`src/rtl/amp_guard_pkg.sv`:
```
package amp_guard_pkg;
  localparam int HP_N       = 3;
  localparam int SPK_N      = 2;
  localparam int HP_COM_IDX = 2;
endpackage

```
`src/rtl/plug_debounce.sv`:
```
module plug_debounce #(
  parameter int DB_CYCLES = 196608
) (
  input  logic clk_i,
  input  logic rst_ni,
  input  logic pin_i,
  output logic level_o
);
  localparam int CW = $clog2(DB_CYCLES + 1);

  logic          sync_q1, sync_q2;
  logic          lvl_q;
  logic [CW-1:0] cnt_q;

  always_ff @(posedge clk_i or negedge rst_ni) begin
    if (!rst_ni) begin
      sync_q1 <= 1'b0;
      sync_q2 <= 1'b0;
    end else begin
      sync_q1 <= pin_i;
      sync_q2 <= sync_q1;
    end
  end

  always_ff @(posedge clk_i or negedge rst_ni) begin
    if (!rst_ni) begin
      lvl_q <= 1'b0;
      cnt_q <= '0;
    end else if (sync_q2 == lvl_q) begin
      cnt_q <= '0;
    end else if (cnt_q == CW'(DB_CYCLES - 1)) begin
      lvl_q <= sync_q2;
      cnt_q <= '0;
    end else begin
      cnt_q <= cnt_q + 1'b1;
    end
  end

  assign level_o = lvl_q;


  db_hold_chk: assert property (@(posedge clk_i) disable iff (!rst_ni)
    (sync_q2 == lvl_q) |=> $stable(lvl_q));
endmodule

```
`src/rtl/fault_latch.sv`:
```
module fault_latch #(
  parameter int N = 2
) (
  input  logic         clk_i,
  input  logic         rst_ni,
  input  logic [N-1:0] set_i,
  input  logic [N-1:0] clr_i,
  output logic [N-1:0] lat_o
);
  logic [N-1:0] lat_q;

  for (genvar i = 0; i < N; i++) begin : g_bit
    always_ff @(posedge clk_i or negedge rst_ni) begin
      if (!rst_ni)       lat_q[i] <= 1'b0;
      else if (clr_i[i]) lat_q[i] <= 1'b0;
      else if (set_i[i]) lat_q[i] <= 1'b1;
    end
  end

  assign lat_o = lat_q;
endmodule

```
`src/rtl/route_policy.sv`:
```
module route_policy
  import amp_guard_pkg::*;
(
  input  logic             present_i,
  input  logic             auto_i,
  input  logic             exempt_i,
  input  logic [HP_N-1:0]  hp_req_i,
  input  logic [SPK_N-1:0] spk_req_i,
  output logic [HP_N-1:0]  hp_gate_o,
  output logic [SPK_N-1:0] spk_gate_o
);
  for (genvar i = 0; i < HP_N; i++) begin : g_hp
    if (i == HP_COM_IDX) begin : g_com
      assign hp_gate_o[i] = hp_req_i[i] & (~auto_i | exempt_i | present_i);
    end else begin : g_side
      assign hp_gate_o[i] = hp_req_i[i] & (~auto_i | present_i);
    end
  end

  assign spk_gate_o = spk_req_i & {SPK_N{~auto_i | ~present_i}};
endmodule

```
`src/rtl/amp_guard_ctrl.sv`:
```
module amp_guard_ctrl
  import amp_guard_pkg::*;
#(
  parameter int CLK_KHZ     = 12288,
  parameter int DEBOUNCE_MS = 16
) (
  input  logic             clk_i,
  input  logic             rst_ni,
  input  logic             plug_pin_i,
  input  logic             plug_pol_i,
  input  logic             auto_en_i,
  input  logic             mono_exempt_i,
  input  logic [HP_N-1:0]  hp_en_req_i,
  input  logic [SPK_N-1:0] spk_en_req_i,
  input  logic [HP_N-1:0]  hp_short_i,
  input  logic [SPK_N-1:0] spk_hot_i,
  input  logic [SPK_N-1:0] thermal_release_i,
  output logic [HP_N-1:0]  hp_pwr_o,
  output logic [SPK_N-1:0] spk_pwr_o,
  output logic             plug_stat_o,
  output logic [HP_N-1:0]  hp_short_stat_o,
  output logic [SPK_N-1:0] thermal_stat_o
);
  localparam int DB_CYCLES = CLK_KHZ * DEBOUNCE_MS;

  logic             lvl;
  logic             present;
  logic [HP_N-1:0]  hp_gate, hp_on, short_lat, short_set, short_clr, req_q;
  logic [SPK_N-1:0] spk_gate, spk_on, therm_lat, therm_set;
  logic             therm_any;

  plug_debounce #(.DB_CYCLES(DB_CYCLES)) u_db (
    .clk_i(clk_i), .rst_ni(rst_ni), .pin_i(plug_pin_i), .level_o(lvl));

  assign present = lvl ^ plug_pol_i;

  route_policy u_pol (
    .present_i(present), .auto_i(auto_en_i), .exempt_i(mono_exempt_i),
    .hp_req_i(hp_en_req_i), .spk_req_i(spk_en_req_i),
    .hp_gate_o(hp_gate), .spk_gate_o(spk_gate));

  always_ff @(posedge clk_i or negedge rst_ni) begin
    if (!rst_ni) req_q <= '0;
    else         req_q <= hp_en_req_i;
  end

  assign therm_any = |therm_lat;
  assign hp_on     = hp_gate & ~short_lat & {HP_N{~therm_any}};
  assign spk_on    = spk_gate & {SPK_N{~therm_any}};
  assign short_set = hp_short_i & hp_on;
  assign short_clr = hp_en_req_i & ~req_q;
  assign therm_set = spk_hot_i & spk_on;

  fault_latch #(.N(HP_N)) u_short (
    .clk_i(clk_i), .rst_ni(rst_ni), .set_i(short_set), .clr_i(short_clr),
    .lat_o(short_lat));

  fault_latch #(.N(SPK_N)) u_therm (
    .clk_i(clk_i), .rst_ni(rst_ni), .set_i(therm_set), .clr_i(thermal_release_i),
    .lat_o(therm_lat));

  assign hp_pwr_o        = hp_on;
  assign spk_pwr_o       = spk_on;
  assign plug_stat_o     = present;
  assign hp_short_stat_o = short_lat;
  assign thermal_stat_o  = therm_lat;

  for (genvar i = 0; i < HP_N; i++) begin : g_hp_chk

    short_trip_chk: assert property (@(posedge clk_i) disable iff (!rst_ni)
      (hp_short_i[i] && hp_pwr_o[i]) |=> (!hp_pwr_o[i] && hp_short_stat_o[i]));

    short_idle_chk: assert property (@(posedge clk_i) disable iff (!rst_ni)
      (!hp_short_stat_o[i] && !hp_pwr_o[i] && !(hp_en_req_i[i] && !req_q[i]))
        |=> !hp_short_stat_o[i]);
  end

  for (genvar c = 0; c < SPK_N; c++) begin : g_spk_chk

    therm_trip_chk: assert property (@(posedge clk_i) disable iff (!rst_ni)
      (spk_hot_i[c] && spk_pwr_o[c] && !thermal_release_i[c])
        |=> (thermal_stat_o[c] && spk_pwr_o == '0 && hp_pwr_o == '0));

    therm_hold_chk: assert property (@(posedge clk_i) disable iff (!rst_ni)
      (thermal_stat_o[c] && !thermal_release_i[c]) |=> thermal_stat_o[c]);
  end


  auto_spk_chk: assert property (@(posedge clk_i) disable iff (!rst_ni)
    (auto_en_i && plug_stat_o) |-> (spk_pwr_o == '0));

  manual_chk: assert property (@(posedge clk_i) disable iff (!rst_ni)
    (!auto_en_i) |-> ((hp_pwr_o & ~hp_en_req_i) == '0 && (spk_pwr_o & ~spk_en_req_i) == '0));
endmodule

```
`config.mk`:
```
export PLATFORM = sky130hd
export DESIGN_NAME = amp_guard_ctrl
export DESIGN_NICKNAME = d
export VERILOG_FILES = /design/src/rtl/amp_guard_pkg.sv /design/src/rtl/plug_debounce.sv /design/src/rtl/fault_latch.sv /design/src/rtl/route_policy.sv /design/src/rtl/amp_guard_ctrl.sv
export SDC_FILE = /design/constraint.sdc
export NUM_CORES = 1
export LEC_CHECK = 0
export ABC_CLOCK_PERIOD_IN_PS = 1800
export CAP_MARGIN = 30
export CELL_PAD_IN_SITES_DETAIL_PLACEMENT = 2
export CELL_PAD_IN_SITES_GLOBAL_PLACEMENT = 2
export CORE_MARGIN = 5
export CORE_UTILIZATION = 25
export CTS_CLUSTER_DIAMETER = 40
export DETAILED_ROUTE_END_ITERATION = 10
export PLACE_DENSITY = 0.74
export SLEW_MARGIN = 20
export SYNTH_ARGS = -nofsm -noshare
export SYNTH_HDL_FRONTEND = slang
export SYNTH_HIERARCHICAL = 1
export SYNTH_SLANG_ARGS = --single-unit
```
`constraint.sdc`:
```
create_clock -name clk_i -period 1.8 [get_ports clk_i]
set_clock_uncertainty 0.1 [all_clocks]
set_input_delay 0.18 -clock clk_i [delete_from_list [all_inputs] [get_ports clk_i]]
set_output_delay 0.18 -clock clk_i [all_outputs]
set_load 0.01 [all_outputs]
```
==> impl_results.md, run 1 <==
* R2R Path Start: u_db/cnt_q[1]
* Die area at 7320 µm²
* Top post-synthesis cells by area: dfrtp_1 (51%), xnor2_1 (4.9%), nor2_1 (4.7%), o21ba_1 (3.5%), nor4b_2 (3.2%)
* Hold crit path type: primary input to asynchronous set/reset pin
* TritonCTS buffer count at 5
* WP data required at 1.52 ns
* Post-synth top area cell: dfrtp_1
* Pin count of the biggest net entering global routing at 30
* Critical Path End Type: primary output
* Placed cell area at 1900 µm²
* Final RePlAce weighted congestion at 0.762
* Maximum VDD drop at 0.358 mV
* Crit-path leading delay family: simple AND/OR/NAND/NOR gates
* Die Span X at 85.6 µm
* Hold buffers post-CTS at 0
* CTS root buffer: clkbuf_8
* Global-route wire length before repair at 7200 µm
* DR DRC count at 0
* Critical path startpoint category: flop
* Synth-to-Final Area Change at 49.0%
* Initial antenna violation count at 0
* Syn Inst Count at 133
* DP Wirelength at 3050 µm
* Number of clock sinks at 29
* Syn Nets at 152
* Layout fillers at 609
* Max_slew headroom at 65.2%
* Synth cell types at 34
* Core region area at 5540 µm²
* WP data arrival at 1.54 ns
* Die height at 85.6 µm
* Final std cells w/o fill at 263
* Final setup fails at 4
* Vias per Instance at 4.68
* Initial DRC count at 29
* CTS tree: built
* Dpl ws at -0.462 ns
* Rows at 27
* Layout cell share with drive strength beyond 1 at 32.5%
* Wire length per cell at 16.6 µm
* GR Overflow Total at 0
* Kind of critical path: flop to primary output
* Worst path max stage delay at 0.40 ns
* Final hold vios at 0
* Final Instance Area at 2130 µm²
* Critical path origin: u_db/level_o
* Initial Util at 25.8%
* Fin. max-slew vios at 0
* Syn Area/Cell at 10.7 µm²
* Tot GR Track Use at 12.8%
* Final worst slack at -0.0186 ns
* Worst skew pair latency at 0.29 ns
* Drt first pass iters at 2
* Max Freq at 0.550 GHz
* Vias in the first global route at 1321
* Inst Count DP at 245
* RSZ-0062 raised after global routing: true
* Longest Clk Path Bufs at 2
* Ports at 29
* Period utilization at 101%
* Worst slew pin tran at 0.518 ns
* Top-area cell type share of the netlist area at 50.8%
* Net count, final at 209
* PortBufs at 28
* Antenna Cells at 0
* Critical Path, Cell by Cell: xor2_1, nand2b_4, and2_4, nor4b_4, buf_2
* Vias at 1232
* Failing checks: setup timing
* Crit path buf inv count at 1
* Power per cell area at 692 nW/µm²
* Routed WL at 4360 µm
* Max-Cap Viols at 0
* Slowest-stage cell, CP: dfrtp_1
* Synth warn at 6
* Pleak at 0.913 nW
* Post-Syn Area at 1430 µm²
* Status: finished, violations left
* Clock transition at the registers of the reported paths at 0.07 ns
* Synth Register Bits at 29
* H-tree Lvls at 2
* Min cycle time layout at 1.82 ns
* Sequential area share after synthesis at 50.8%
* CP Max Fanout at 3
* Routed Antenna Nets at 0
-- metrics by stage --
| stage | total power, mW | hold WS, ns | utilization (%) | TNS, ns |
|---|---|---|---|---|
| after floorplan | 0.787 | -0.216 | - | 0 |
| after global placement | 0.917 | 0.234 | 34.2 | -1.58 |
| after detailed placement | 0.927 | 0.237 | 34.2 | -2.11 |
| after CTS | 1.47 | 0.192 | 36.7 | -0.228 |
| after global routing | 1.56 | 0.225 | 38.4 | -0.634 |
| final | 1.47 | 0.182 | 38.4 | -0.0397 |
-- worst reg2reg max path, cell delays in order (launching register included) --
cell     delay (ns)
dfrtp_1        0.38
ha_2           0.20
nand4_1        0.14
nor4_2         0.36
buf_4          0.18
nand2_1        0.06
mux2_2         0.26
-- cell families after synthesis --
kind of cell	share of synthesized area, %
multiplexers	1.49
AND/OR/NAND/NOR	28.6
AO/OA/AOI/OAI	8.68
adder cells (fa/ha/maj)	0.876
XOR/XNOR	7.98
buffers and inverters	1.58
flip-flops	50.8
-- sequential cells by signal, indices dropped and copies added (netlist names) --
signal,cells
req_q,3
u_db/cnt_q,18
u_db/level_o,1
u_db/sync_q1,1
u_db/sync_q2,1
u_short/lat_o,3
u_therm/lat_o,2
-- final cells by class --
cell class	count	area (µm²)	area share (%)
sequential	29	728	34.2
multi-input combinational	98	761	35.8
clock buffer	5	68.8	3.24
clock inverter	3	17.5	0.824
inverter	4	15.0	0.706
tap	72	90.1	4.24
timing repair buffer	52	447	21.0
-- synth_stat cells, drive strengths merged --
cell,number
mux2,1
mux2i,1
or3,2
nand2b,1
nand2,7
nor2b,3
a21boi,2
nand3,5
or4,3
o21a,1
nor4b,3
or2,3
a21oi,4
and3,2
nand4,4
nor3,3
nor2,18
ha,1
nor4,3
and4,1
and2b,1
a31o,1
o31ai,3
o21ba,5
and2,7
xnor2,8
dfrtp,29
xor2,5
inv,4
clkbuf,2
-- final timing paths --
check                              endpoint  slack, ns  cells after the start
setup / recovery                hp_pwr_o[1]      -0.02                      5
hold / removal                u_db/cnt_q[9]       0.18                      2
setup reg to reg               u_db/level_o       0.03                      6
hold reg to reg                u_db/sync_q2       0.25                      0
max in group asynchronous  u_therm/lat_o[1]       1.11                      2
min in group clk_i             u_db/sync_q1       0.24                      1
-- metal layers --
metal,part of all wire [%],up-vias,GRT usage [%]
met1,42,613,14.9
met2,51,37,22.4
li1,-,574,-
met5,0,-,0
met4,1.5,0,4.32
met3,5.8,8,3.65
-- cell usage in the layout, fill, tap and decap left out, drive strengths merged, types with 4 or more instances in the layout --
cell type	synthesis	final
dfrtp	29	29
buf	0	27
clkdlybuf4s50	0	22
nor2	18	18
xnor2	8	8
nand2	7	7
and2	7	7
xor2	5	5
clkbuf	2	5
o21ba	5	5
nand3	5	5
inv	4	4
nand4	4	4
a21oi	4	4
-- repair_timing --
action / 4_1_cts / 5_1_grt
cloned: 0 / 0
setup buffers: 5 / 5
pin swaps: 2 / 6
resized for setup: 25 / 13
endpoints found under the setup margin: 7 / 23
-- report_power, final --
| part | internal, mW | total [mW] | switching [mW] |
|---|---|---|---|
| registers | 0.677 | 0.710 | 0.0329 |
| clock network | 0.266 | 0.545 | 0.279 |
| logic | 0.133 | 0.217 | 0.0837 |
(Power assumes the default switching activity.)
==> inputs of run 2 (changes only) <==
CORE_UTILIZATION = 31   (was 25)
PLACE_DENSITY = 0.88   (was 0.74)
SYNTH_HIERARCHICAL = not set   (was 1)
==> run 2 against run 1 <==
Net effect: the flow still finishes with violations (setup timing); critical path depth rose by 1; power increased by 9.8%; register-to-register slack got worse by 0.02 ns; final cell count down 4.6%; maximum frequency decreased by 1.0%; first-iteration DRC count up 14%; final area increased by 1.2%; sequential power is 2% lower; die area decreased by 19%; utilization increased by 11 points; combinational power grew 41%; clock power up 12%; critical path type unchanged; critical endpoint unchanged; highest routed layer unchanged.
==> impl_results.md, run 2 <==
* Initial Util at 31.8% (+6.1 points)
* Rows at 24 (-11%)
* Final RePlAce weighted congestion at 0.744 (-2.3%)
* RSZ-0062 raised after global routing: true
* Pin count of the biggest net entering global routing at 30 (unchanged)
* Routed Antenna Nets at 0 (unchanged)
* Failing checks: setup timing
* CP Max Fanout at 3 (unchanged)
* Max-Cap Viols at 0 (unchanged)
* Min cycle time layout at 1.84 ns (+0.0187 ns)
* Largest register FFs at 18 (unchanged)
* Tot GR Track Use at 19.4% (+6.7 points)
* R2R depth at 5 (-1)
* Synth-to-Final Area Change at 55.3%
* WP data required at 1.52 ns (about the same)
* Hold crit path type: primary input to asynchronous set/reset pin
* Final hold vios at 0 (unchanged)
* Top-area cell type share of the netlist area at 52.3% (+1.5 points)
* Critical Path End Type: primary output
* Dpl ws at -0.537 ns (-0.0754 ns)
* Worst skew pair latency at 0.30 ns (about the same)
* Power per cell area at 751 nW/µm² (+8.5%)
* Die height at 76.9 µm (-10%)
* Vias at 1304 (+5.8%)
* Core region area at 4350 µm² (-21%)
* Critical path origin: u_db.level_o
* Top-count cell post-synth: dfrtp_1
* End of the worst register-to-register path: u_db.level_o
* Initial DRC count at 33 (+14%)
* Register area at 736 µm² (+1.0%)
* Syn Inst Count at 135 (+1.5%)
* Async SR Flop Fraction at 100% (unchanged)
* Vias in the first global route at 1493 (+13%)
* Most flops, register: u_db.cnt_q
* Post-Syn Area at 1390 µm² (-2.9%)
* Worst slew pin tran at 0.498 ns (-0.0202 ns)
* Vias per Instance at 5.20 (+11%)
* Multi-input logic area at 706 µm² (-7.2%)
* Synth cell count leaders: dfrtp_1 (29), nor2_1 (22), xnor2_1 (11), nand2_1 (10), inv_1 (9)
* Sequential area share after synthesis at 52.3% (+1.5 points)
* R2r setup slk at 0.01 ns (-0.02 ns)
* Pleak at 0.921 nW (+0.86%)
* GR Overflow Total at 0 (unchanged)
* Number of synthesized flops with an enable pin at 0 (unchanged)
* TritonCTS buffer count at 5 (unchanged)
* Highest-count cells in the layout ignoring fill and taps: buf_4 (28), nor2_1 (21), clkdlybuf4s50_1 (21), dfrtp_1 (21), xnor2_1 (10)
* Routed WL at 5690 µm (+31%)
* Design Power at 1.62 mW (+9.8%)
* Clock transition at the registers of the reported paths at 0.07 ns (about the same)
* Critical Path, Cell by Cell: xnor2_4, buf_6, a21boi_4, nand2_1, nor2_1, buf_2
* Syn Area/Cell at 10.3 µm² (-4.3%)
* Status: finished, violations left
* Antenna Cells at 0 (unchanged)
* R2R Path Start: u_db.cnt_q[0]
* H-tree Lvls at 2 (unchanged)
* Die Span X at 76.9 µm (-10%)
* Drt first pass iters at 3 (+1)
* Max_slew headroom at 66.7% (+1.6 points)
* Wire length per cell at 22.7 µm (+37%)
* PortBufs at 28 (unchanged)
* Critical path startpoint category: flop
* Ports at 29 (unchanged)
* Top post-synthesis cells by area: dfrtp_1 (52%), xnor2_1 (6.9%), nor2_1 (6.0%), nand2_1 (2.7%), inv_1 (2.4%)
* Kind of critical path: flop to primary output
* Initial antenna violation count at 0 (unchanged)
* Longest Clk Path Bufs at 2 (unchanged)
* Slowest-stage cell, CP: dfrtp_2
* Main synth FF type: dfrtp_1
* Post-synth top area cell: dfrtp_1
* CTS tree: built
* Global-route wire length before repair at 8600 µm (+19%)
* Synth cell types at 35 (+2.9%)
* DP Wirelength at 3320 µm (+9.0%)
* WP data arrival at 1.56 ns (+0.02 ns)
* Layout fillers at 448 (-26%)
* Final setup fails at 1 (-3)
* Die area at 5910 µm² (-19%)
* DR DRC count at 0 (unchanged)
* Period utilization at 102% (+1.0 points)
* Final Hold Slack at 0.174 ns (-0.00749 ns)
* CTS root buffer: clkbuf_8
* Maximum VDD drop at 0.566 mV (+58%)
* Synth warn at 0 (-6)
* Synth Register Bits at 29 (unchanged)
* Most common cell after layout, fill and taps aside: buf_4
* Number of clock sinks at 29 (unchanged)
* Final worst slack at -0.0373 ns (-0.0187 ns)
* Net count, final at 217 (+3.8%)
* Max Freq at 0.544 GHz (-1.0%)
* Worst path max stage delay at 0.45 ns (+0.05 ns)
* Fin. max-slew vios at 0 (unchanged)
* Syn Nets at 154 (+1.3%)
* Layout cell share with drive strength beyond 1 at 37.7% (+5.2 points)
-- run 2: cell count changes in the layout (fill, tap and decap cells not counted), sizes merged, moves of 4 or more --
cell / change
inv: +5
buf: +9
o21ba: -5
a31oi: +5
nor2: +4
and2: -5
-- run 2: cells by family after synthesis --
| logic type | count (synthesis) | share of synthesized area (%) |
|---|---|---|
| flops | 29 | 52.3 |
| fa+ha+maj | 1 | 0.902 |
| compound gates | 18 | 9.11 |
| simple gates | 59 | 22.8 |
| mux | 2 | 1.53 |
| buf+inv | 12 | 4.42 |
| xor+xnor | 14 | 8.84 |
-- run 2: layer usage --
metal | track usage, % | vias to the layer above | wire (µm)
met5 | 0 | - | 0
met4 | 7.69 | 0 | 229
met3 | 4.92 | 16 | 138
met2 | 36.4 | 19 | 3140
met1 | 20.4 | 681 | 2190
li1 | - | 588 | -
-- run 2: what timing repair did --
item,4_1_cts,5_1_grt
buffers inserted,6,6
setup endpoints to repair,24,20
hold buffers,0,0
pin swaps,7,3
gates cloned,0,0
gates resized for setup,46,7
-- run 2: metrics by stage --
step                area (µm²)  setup TNS (ns)  util, %  std cells
global placement          1880           -1.81     43.2        231
detailed placement        1880           -2.71     43.2        231
global route              2150          -0.328     49.5        251
CTS                       2100       -0.000747     48.2        245
finish                    2150         -0.0373     49.5        251
floorplan                 1410               0        -        135
-- run 2: where the power goes --
group          switching, mW  internal (mW)  total, mW
registers             0.0215          0.677      0.699
logic                  0.135          0.171      0.306
clock network          0.267          0.345      0.612
total                  0.423           1.19       1.62
-- run 2: how the worst max path moves through the flow --
| stage | endpoint | slack (ns) | cells past startpoint |
|---|---|---|---|
| finish | hp_pwr_o[1] | -0.04 | 6 |
| global route | hp_pwr_o[1] | -0.12 | 6 |
| CTS | hp_pwr_o[2] | -0.0007 | 3 |
| detailed placement | spk_pwr_o[0] | -0.54 | 6 |
| global placement | hp_pwr_o[2] | -0.47 | 4 |
| floorplan | u_db.cnt_q[8] | 0.02 | 7 |
-- run 2: area by class of cell --
cell class                      instances  share of cell area, %
Multi-Input combinational cell         94                   32.8
Inverter                                9                   1.57
Tap cell                               52                   3.02
Sequential cell                        29                   34.2
Clock inverter                          1                  0.232
Timing Repair Buffer                   59                   23.8
Clock buffer                            7                   4.47
-- run 2: critical path, delay by kind of cell, from the launching register on --
family                 cells  cell delay (ns)
XOR/XNOR                   1             0.16
AO/OA/AOI/OAI              1             0.17
flip-flops                 1             0.45
buffers and inverters      2             0.30
AND/OR/NAND/NOR            2             0.18
